===== src/rtl/aeu_pkg.sv =====
package aeu_pkg;
  typedef struct packed {
    logic loadCtl;       // whole control register from the write port
    logic applyExtract;  // pointer/flag update from an extraction
    logic captureResult; // latch the extracted field
  } aeuStrobes_t;
endpackage


===== src/rtl/aeu_control.sv =====
module aeu_control
  import aeu_pkg::*;
(
  input  logic        clk,
  input  logic        rstN,
  input  logic        reqValid,
  input  logic        ctlWrEn,
  output aeuStrobes_t strobes,
  output logic        resValid
);
  always_comb begin
    strobes.loadCtl       = ctlWrEn;
    strobes.applyExtract  = reqValid & ~ctlWrEn;
    strobes.captureResult = reqValid;
  end

  always_ff @(posedge clk or negedge rstN) begin
    if (!rstN) resValid <= 1'b0;
    else       resValid <= reqValid;
  end
endmodule


===== src/rtl/aeu_datapath.sv =====
module aeu_datapath
  import aeu_pkg::*;
#(
  parameter int DATA_W  = 32,
  parameter int NUM_ACC = 4,
  parameter int SIZE_W  = 5,
  parameter int FLAG_BIT = 14
) (
  input  logic                       clk,
  input  logic                       rstN,
  input  aeuStrobes_t                strobes,
  input  logic                       accWrEn,
  input  logic [$clog2(NUM_ACC)-1:0] accWrSel,
  input  logic [DATA_W-1:0]          accWrHi,
  input  logic [DATA_W-1:0]          accWrLo,
  input  logic [DATA_W-1:0]          ctlWrData,
  input  logic [$clog2(NUM_ACC)-1:0] reqAcc,
  input  logic [SIZE_W-1:0]          reqSize,
  output logic [DATA_W-1:0]          ctlReg,
  output logic [DATA_W-1:0]          resData
);
  localparam int ACC_W = 2 * DATA_W;
  localparam int POS_W = $clog2(ACC_W);

  logic [DATA_W-1:0] hiBank [NUM_ACC];
  logic [DATA_W-1:0] loBank [NUM_ACC];

  for (genvar i = 0; i < NUM_ACC; i++) begin : g_bank
    always_ff @(posedge clk or negedge rstN) begin
      if (!rstN) begin
        hiBank[i] <= '0;
        loBank[i] <= '0;
      end else if (accWrEn && accWrSel == i) begin
        hiBank[i] <= accWrHi;
        loBank[i] <= accWrLo;
      end
    end
  end

  logic [ACC_W-1:0]  accVal;
  logic [POS_W-1:0]  posCur;
  logic [POS_W-1:0]  sizeExt;
  logic [POS_W-1:0]  lsbPos;
  logic [POS_W-1:0]  nextPos;
  logic              fits;
  logic [ACC_W-1:0]  fieldMask;
  logic [ACC_W-1:0]  shifted;
  logic [DATA_W-1:0] field;
  logic [DATA_W-1:0] ctlAfter;

  always_comb begin
    accVal    = {hiBank[reqAcc], loBank[reqAcc]};
    posCur    = ctlReg[POS_W-1:0];
    sizeExt   = POS_W'(reqSize);
    fits      = posCur >= sizeExt;
    lsbPos    = posCur - sizeExt;
    nextPos   = lsbPos - POS_W'(1);
    fieldMask = (ACC_W'(1) << (32'(reqSize) + 1)) - ACC_W'(1);
    shifted   = accVal >> lsbPos;
    field     = fits ? DATA_W'(shifted & fieldMask) : '0;
    ctlAfter  = ctlReg;
    if (fits) begin
      ctlAfter[POS_W-1:0] = nextPos;
      ctlAfter[FLAG_BIT]  = 1'b0;
    end else begin
      ctlAfter[FLAG_BIT]  = 1'b1;
    end
  end

  always_ff @(posedge clk or negedge rstN) begin
    if (!rstN) begin
      ctlReg  <= '0;
      resData <= '0;
    end else begin
      if (strobes.loadCtl)            ctlReg  <= ctlWrData;
      else if (strobes.applyExtract)  ctlReg  <= ctlAfter;
      if (strobes.captureResult)      resData <= field;
    end
  end
endmodule


===== src/rtl/acc_extract_unit.sv =====
module acc_extract_unit
  import aeu_pkg::*;
#(
  parameter int DATA_W   = 32,
  parameter int NUM_ACC  = 4,
  parameter int SIZE_W   = 5,
  parameter int FLAG_BIT = 14,
  localparam int SEL_W   = $clog2(NUM_ACC)
) (
  input  logic              clk,
  input  logic              rstN,
  input  logic              accWrEn,
  input  logic [SEL_W-1:0]  accWrSel,
  input  logic [DATA_W-1:0] accWrHi,
  input  logic [DATA_W-1:0] accWrLo,
  input  logic              ctlWrEn,
  input  logic [DATA_W-1:0] ctlWrData,
  output logic [DATA_W-1:0] ctlRdData,
  input  logic              reqValid,
  input  logic [SEL_W-1:0]  reqAcc,
  input  logic [SIZE_W-1:0] reqSize,
  output logic              resValid,
  output logic [DATA_W-1:0] resData
);
  aeuStrobes_t strobes;

  aeu_control u_ctrl (
    .clk(clk), .rstN(rstN), .reqValid(reqValid), .ctlWrEn(ctlWrEn),
    .strobes(strobes), .resValid(resValid)
  );

  aeu_datapath #(
    .DATA_W(DATA_W), .NUM_ACC(NUM_ACC), .SIZE_W(SIZE_W), .FLAG_BIT(FLAG_BIT)
  ) u_dp (
    .clk(clk), .rstN(rstN), .strobes(strobes),
    .accWrEn(accWrEn), .accWrSel(accWrSel), .accWrHi(accWrHi), .accWrLo(accWrLo),
    .ctlWrData(ctlWrData), .reqAcc(reqAcc), .reqSize(reqSize),
    .ctlReg(ctlRdData), .resData(resData)
  );
endmodule


===== config.mk =====
export PLATFORM = sky130hd
export DESIGN_NAME = acc_extract_unit
export DESIGN_NICKNAME = d
export VERILOG_FILES = /design/src/rtl/aeu_pkg.sv /design/src/rtl/aeu_control.sv /design/src/rtl/aeu_datapath.sv /design/src/rtl/acc_extract_unit.sv
export SDC_FILE = /design/constraint.sdc
export NUM_CORES = 1
export LEC_CHECK = 0
export BUFFER_PORTS_ARGS = -buffer_cell sky130_fd_sc_hd__buf_2
export CAP_MARGIN = 20
export CORE_UTILIZATION = 40
export DETAILED_ROUTE_END_ITERATION = 8
export RECOVER_POWER = 100
export SLEW_MARGIN = 20
export SYNTH_ARGS = -nofsm -noshare
export SYNTH_HDL_FRONTEND = slang
export SYNTH_SLANG_ARGS = --single-unit

===== constraint.sdc =====
create_clock -name clk -period 4 [get_ports clk]
set_clock_uncertainty 0.2 [all_clocks]
set_input_delay 0.4 -clock clk [delete_from_list [all_inputs] [get_ports clk]]
set_output_delay 0.4 -clock clk [all_outputs]
set_load 0.01 [all_outputs]

==> results.md, run 1 <==
* Sw Ratio at 0.373
* WL met3 at 2.79 mm
* Yosys top cell area share at 0.446
* Post-CTS Hold Buffers at 98
* F_max at 265 MHz
* Root Driver: clkbuf_16
* Total power at 14.4 mW
* Clk Latency, worst-skew pair at 0.55 ns
* Yosys Warn Count at 0
* RSZ-0062 raised after global routing: no
* Reg2reg start: u_dp.ctlReg[0]
* Most common cell in the netlist: mux2_2
* Multi-input gate area at 9520 µm²
* Endpoints failing hold at 0
* CTS sink count at 321
* Non-filler cells, final at 2309
* Final setup viols at 0
* Rows at 77
* Reg power frac at 0.294
* Total track usage at 0.231
* Wire length on met1 at 24.1 mm
* Max-slew headroom at -1.04
* Final ANT Viol Nets at 0
* MaxCap Viol Count at 7
* Clock transition at path regs at 0.06 ns
* Critical Path AT at 4.00 ns
* Initial DRC Count at 1086
* Fin area at 22100 µm²
* Core area at 44300 µm²
* Internal Dissipation at 9.02 mW
* Post-Syn Nets at 1527
* Storage cell area at 8030 µm²
* Post-synth EDFFs at 0
* Met2 wire length at 24.9 mm
* Most area-hungry cell type in the Yosys netlist: dfrtp_1
* HPWL Detailed at 36.8 mm
* Setup TNS at 0 ns
* Main area contributors after synthesis: dfrtp_1, mux2_2, mux4_2
* Tcrit/Tclk final at 0.945
* Library cells used by synthesis at 65
* DIE AREA at 45900 µm²
* First-pass GRT wire length at 82.8 mm
* Routed via count at 13400
* Violated checks: max-capacitance violations, max-slew violations
* CTS Buffer Depth at 3
* Share of cells above drive strength 1 at 0.398
* CTS Buf Count at 36
* Die X at 214 µm
* # resized after CTS at 0
* Post-Syn Instances at 1409
* Clock power share at 0.246
* CP max stage delay at 0.48 ns
* Area grow syn2layout at 22.8%
* Post-route minimum period at 3.78 ns
* Post-placement cell count at 2147
* Required @ worst endpoint at 4.22 ns
* Crit Path Class: flip-flop to flip-flop
* Commonest cells post-synth: mux2_2, dfrtp_1, mux4_2
* Crit-path cells: inv_1, ha_2, inv_1, fa_1, xnor2_2, buf_12, buf_4, nand2_1, o22a_1, o221ai_1, o32ai_1, a221oi_1, buf_4, o2bb2ai_1
* Power density over cell area at 650 nW/µm²
* NetSw at 5.37 mW
* Pre-Repair DR Iteration Count at 5
* H-tree levels at 2
* Gr ovfl total at 0
* Vias in the first global route at 13800
* Crit. Startpoint: u_dp.ctlReg[0]
* # diodes at 0
* Slowest cell on crit path: fa_1
* Nets at 1809
* Status: complete, but fails checks
* Main synth FF type: dfrtp_1
* Via-to-Cell Ratio at 5.81
* Drt drc at 0
* Placed Instance Area at 20100 µm²
* Post-Route WL at 52.9 mm
* Setup repair bufs after CTS at 0
* Synth Register Bits at 321
* Top Layer Used: met5
* Maximum vdd drop at 0.291 mV
* Register area share after synthesis at 0.446
* Worst Path Max Fanout at 38
* HP Class: input pin to flip-flop
* CTS tree: yes
* Combinational power share at 0.460
* Syn Area/Cell at 12.8 µm²
* Worst setup EP type: flip-flop
* Port Buffers at 174
* FILL cells at 3958
* # IOs at 175
* Global placement routability congestion at 0.948
* PnR worst setup slack at 0.222 ns
* Starting Density at 0.406
* Dpl ws at 0.253 ns
* Die Span Y at 214 µm
* Final slew viol count at 355
* Worst-Margin Slew at 3.07 ns
* HP Start: accWrSel[1]
* Largest net degree at the start of global routing at 116
* Mapped Area at 18000 µm²
* Leakage at 9.16 nW
* DR WL/cell at 22.9 µm
* Critical Path Start Type: flip-flop
* FFs w/ async S/R, synth at 1.00
* Initial antenna violation count at 1
## cell type report
cell class | instances | area share
multi-input combinational | 964 | 0.431
sequential | 321 | 0.363
timing repair buffer | 353 | 0.112
clock buffer | 53 | 0.0505
tap | 592 | 0.0335
clock inverter | 11 | 0.00764
inverter | 15 | 0.00255
## power groups by stage
stage	logic, mW	registers, mW	clock network, mW
CTS	6.60	4.22	3.63
finish	6.61	4.23	3.54
global placement	6.48	4.24	0
detailed placement	6.49	4.27	0
floorplan	4.12	4.22	0
global route	7.01	4.30	3.74
## stage by stage
stage / util / hold slack [ns]
floorplan: - / -0.0956
global placement: 0.453 / 0.270
detailed placement: 0.453 / 0.275
CTS: 0.504 / 0.0957
global route: 0.499 / 0.163
finish: 0.499 / 0.136
## routing by layer
layer  track usage  vias up
li1              -     5964
met1         0.330     6931
met2         0.365      441
met3        0.0386       79
met4        0.0605        2
met5             0        -
## flip-flops by register name, indices dropped and copies added, names as in the netlist
signal / cells
u_ctrl.resValid: 1
u_dp.ctlReg: 32
u_dp.hiBank: 128
u_dp.loBank: 128
u_dp.resData: 32
## path summary, 6_finish.rpt
kind	endpoint	depth (start not counted)	slack [ns]
max	u_dp.resData[21]	14	0.22
min	u_dp.loBank[96]	3	0.14
max reg2reg	u_dp.resData[21]	14	0.22
min reg2reg	u_dp.resData[7]	2	0.29
max in group asynchronous	u_dp.ctlReg[6]	3	0.63
min in group asynchronous	u_dp.hiBank[51]	2	1.09
## layout by cell type (no fill, tap or decap), types with 12 or more instances in the layout
| cell | instances |
|---|---|
| mux4_2 | 96 |
| clkbuf_1 | 82 |
| o2bb2ai_1 | 12 |
| buf_2 | 102 |
| buf_4 | 55 |
| nand3_1 | 23 |
| a21oi_1 | 34 |
| mux2_2 | 334 |
| o21ai_0 | 46 |
| dlygate4sd3_1 | 98 |
| mux4_1 | 13 |
| nor2_1 | 86 |
| dfrtp_1 | 321 |
| nor3_1 | 23 |
| nand2_1 | 69 |
| and3_1 | 13 |
| mux2i_1 | 38 |
| inv_1 | 14 |
| clkbuf_16 | 38 |
## critical path, delay by kind of cell, from the launching register on
family | cells | cell delay (ns)
buffers and inverters | 5 | 0.91
DFF | 1 | 0.39
adders and majority gates | 2 | 0.66
AOI/OAI and AO/OA | 5 | 1.06
and+or+nand+nor | 1 | 0.15
xor gates and xnor gates | 1 | 0.24
## kinds of logic after synthesis
family | count (synthesis) | synth area share
other | 1 | 0.000208
flip-flops | 321 | 0.446
multiplexers | 483 | 0.370
XOR/XNOR | 9 | 0.00438
AO/OA/AOI/OAI | 206 | 0.0793
adder cells (fa/ha/maj) | 8 | 0.00597
buffers and inverters | 124 | 0.0285
AND/OR/NAND/NOR | 257 | 0.0653
Note: power is estimated with default switching activity, not from simulation.
==> run 2, diff against run 1 <==
CORE_ASPECT_RATIO = 1.4   (was unset)
==> results.md, run 2 (synthesis gave the netlist of run 1 again) <==
* Status: complete, but fails checks (unchanged)
* Violated checks: max-capacitance violations, max-slew violations (unchanged)
* Critical Path Start Type: flip-flop (unchanged)
* # diodes at 0 (unchanged)
* Final slew viol count at 358 (was 355)
* Placed Instance Area at 19900 µm² (was 20100 µm²)
* Initial antenna violation count at 0 (was 1)
* Tcrit/Tclk final at 0.956 (was 0.945)
* Storage cell area at 8030 µm² (unchanged)
* Total power at 14.1 mW (was 14.4 mW)
* Setup TNS at 0 ns (unchanged)
* CTS Buf Count at 35 (was 36)
* FILL cells at 3886 (was 3958)
* Fin area at 21900 µm² (was 22100 µm²)
* Routed via count at 13300 (was 13400)
* Global placement routability congestion at 0.919 (was 0.948)
* Crit-path cells: ha_1, o21ai_0, a2111oi_0, a211oi_2, nor2_1, buf_4, a221oi_1, a2bb2oi_1, o221ai_1 (was inv_1, ha_2, inv_1, fa_1, xnor2_2, buf_12, buf_4, nand2_1, o22a_1, o221ai_1, o32ai_1, a221oi_1, buf_4, o2bb2ai_1)
* Clk Latency, worst-skew pair at 0.54 ns (was 0.55 ns)
* Area grow syn2layout at 21.7% (was 22.8%)
* Pre-Repair DR Iteration Count at 5 (unchanged)
* Leakage at 9.07 nW (was 9.16 nW)
* Die Span Y at 253 µm (was 214 µm)
* Total track usage at 0.234 (was 0.231)
* Core area at 44300 µm² (about the same)
* Vias in the first global route at 14100 (was 13800)
* Final setup viols at 0 (unchanged)
* # IOs at 175 (unchanged)
* Worst-Margin Slew at 2.66 ns (was 3.07 ns)
* CTS sink count at 321 (unchanged)
* Biggest regs: u_dp.hiBank: 128 flops, u_dp.loBank: 128 flops (unchanged)
* Final ANT Viol Nets at 0 (unchanged)
* Critical Path AT at 4.01 ns (was 4.00 ns)
* CP Capture Point: u_dp.resData[3] (was u_dp.resData[21])
* Crit Path Class: flip-flop to flip-flop (unchanged)
* Required @ worst endpoint at 4.19 ns (was 4.22 ns)
* First-pass GRT wire length at 83.7 mm (was 82.8 mm)
* Most frequent cells in the layout: mux2_2, dfrtp_1, buf_2, dlygate4sd3_1, mux4_2 (unchanged)
* CP max stage delay at 0.91 ns (was 0.48 ns)
* FF-to-FF setup slack at 0.17 ns (was 0.22 ns)
* Worst Path Max Fanout at 11 (was 38)
* Post-route minimum period at 3.83 ns (was 3.78 ns)
* CTS Buffer Depth at 3 (unchanged)
* Post-Route WL at 52.7 mm (was 52.9 mm)
* Multi-input gate area at 9510 µm² (was 9520 µm²)
* Worst setup EP type: flip-flop (unchanged)
* RSZ-0062 raised after global routing: no (unchanged)
* Largest net degree at the start of global routing at 99 (was 116)
* DIE AREA at 45900 µm² (about the same)
* Worst r2r path cells at 9 (was 14)
* Drt drc at 0 (unchanged)
* HPWL Detailed at 37.5 mm (was 36.8 mm)
* Nets at 1803 (was 1809)
* Starting Density at 0.407 (was 0.406)
* Post-placement cell count at 2108 (was 2147)
* Commonest non-fill, non-tap cell in the layout: mux2_2 (unchanged)
* Power density over cell area at 644 nW/µm² (was 650 nW/µm²)
* Smallest hold slack at 0.211 ns (was 0.136 ns)
* Gr ovfl total at 0 (unchanged)
* Root Driver: clkbuf_16 (unchanged)
* Endpoints failing hold at 0 (unchanged)
* H-tree levels at 2 (unchanged)
* Port Buffers at 174 (unchanged)
* Slowest cell on crit path: a211oi_2 (was fa_1)
* F_max at 261 MHz (was 265 MHz)
* Clock transition at path regs at 0.07 ns (was 0.06 ns)
* Crit. Startpoint: u_dp.ctlReg[2] (was u_dp.ctlReg[0])
* CTS tree: yes (unchanged)
* MaxCap Viol Count at 7 (unchanged)
* Non-filler cells, final at 2270 (was 2309)
* Max-slew headroom at -0.774 (was -1.04)
* Rows at 91 (was 77)
* Die X at 181 µm (was 214 µm)
* Via-to-Cell Ratio at 5.86 (was 5.81)
* DR WL/cell at 23.2 µm (was 22.9 µm)
* Share of cells above drive strength 1 at 0.395 (was 0.398)
* Initial DRC Count at 1064 (was 1086)
* HP Class: input pin to flip-flop (unchanged)
* Crit Reg-Reg Endpoint: u_dp.resData[3] (was u_dp.resData[21])
* Maximum vdd drop at 0.335 mV (was 0.291 mV)
* Reg2reg start: u_dp.ctlReg[2] (was u_dp.ctlReg[0])
run 2: changes by cell type in the layout (fill, tap and decap cells not counted), sizes merged:
cell	previous run	this run
buf	170	168
bufinv	4	2
clkbuf	138	131
clkinvlp	1	5
inv	15	17
run 2: worst min path at each step:
stage	startpoint	to	slack [ns]	depth (start not counted)
2_1_floorplan	rstN	u_ctrl.resValid	-0.1	0
3_5_place_dp	u_dp.resData[27]	u_dp.resData[27]	0.27	1
4_1_cts	reqSize[3]	u_dp.resData[25]	0.20	4
5_1_grt	reqSize[3]	u_dp.resData[25]	0.22	4
3_3_place_gp	rstN	u_dp.hiBank[19]	0.27	1
6_report	reqSize[3]	u_dp.resData[25]	0.21	4
run 2: stage by stage:
stage / setup WS [ns] / utilization
after floorplan: 0.285 / -
after global placement: 0.0426 / 0.450
after detailed placement: 0.0182 / 0.450
after CTS: 0.176 / 0.500
after global routing: 0.0320 / 0.495
final: 0.174 / 0.495
run 2: worst max-delay path, delay by kind of cell, from the launching register on:
family	cells	cell delay [ns]
AND/OR/NAND/NOR	1	0.14
adder cells (fa/ha/maj)	1	0.42
AO/OA/AOI/OAI	6	2.27
flip-flops	1	0.42
buffers and inverters	1	0.22
run 2: routing by layer:
| layer | share of wire | track usage | vias up |
|---|---|---|---|
| met3 | 0.042 | 0.0249 | 76 |
| met5 | 0 | 0 | - |
| met1 | 0.42 | 0.298 | 6866 |
| met4 | 0.028 | 0.0736 | 0 |
| met2 | 0.51 | 0.416 | 410 |
| li1 | - | - | 5950 |
run 2: power breakdown:
part	leakage [nW]	internal (mW)	switching [mW]
combinational	4.63	2.87	3.63
sequential	3.85	3.88	0.361
clock	0.579	1.97	1.40
run 2: area by class of cell:
class,count,area share
tap,558,0.0318
clock buffer,49,0.0475
inverter,15,0.00257
sequential,321,0.366
timing repair buffer,348,0.110
clock inverter,15,0.00748
multi-input combinational,964,0.434
run 2: repair_timing:
item / 4_1_cts / 5_1_grt
endpoints found under the setup margin: 0 / 1
setup buffers: 0 / 0
hold buffers: 98 / 0
endpoints found under the hold margin: 384 / 0
gates resized for setup: 0 / 0
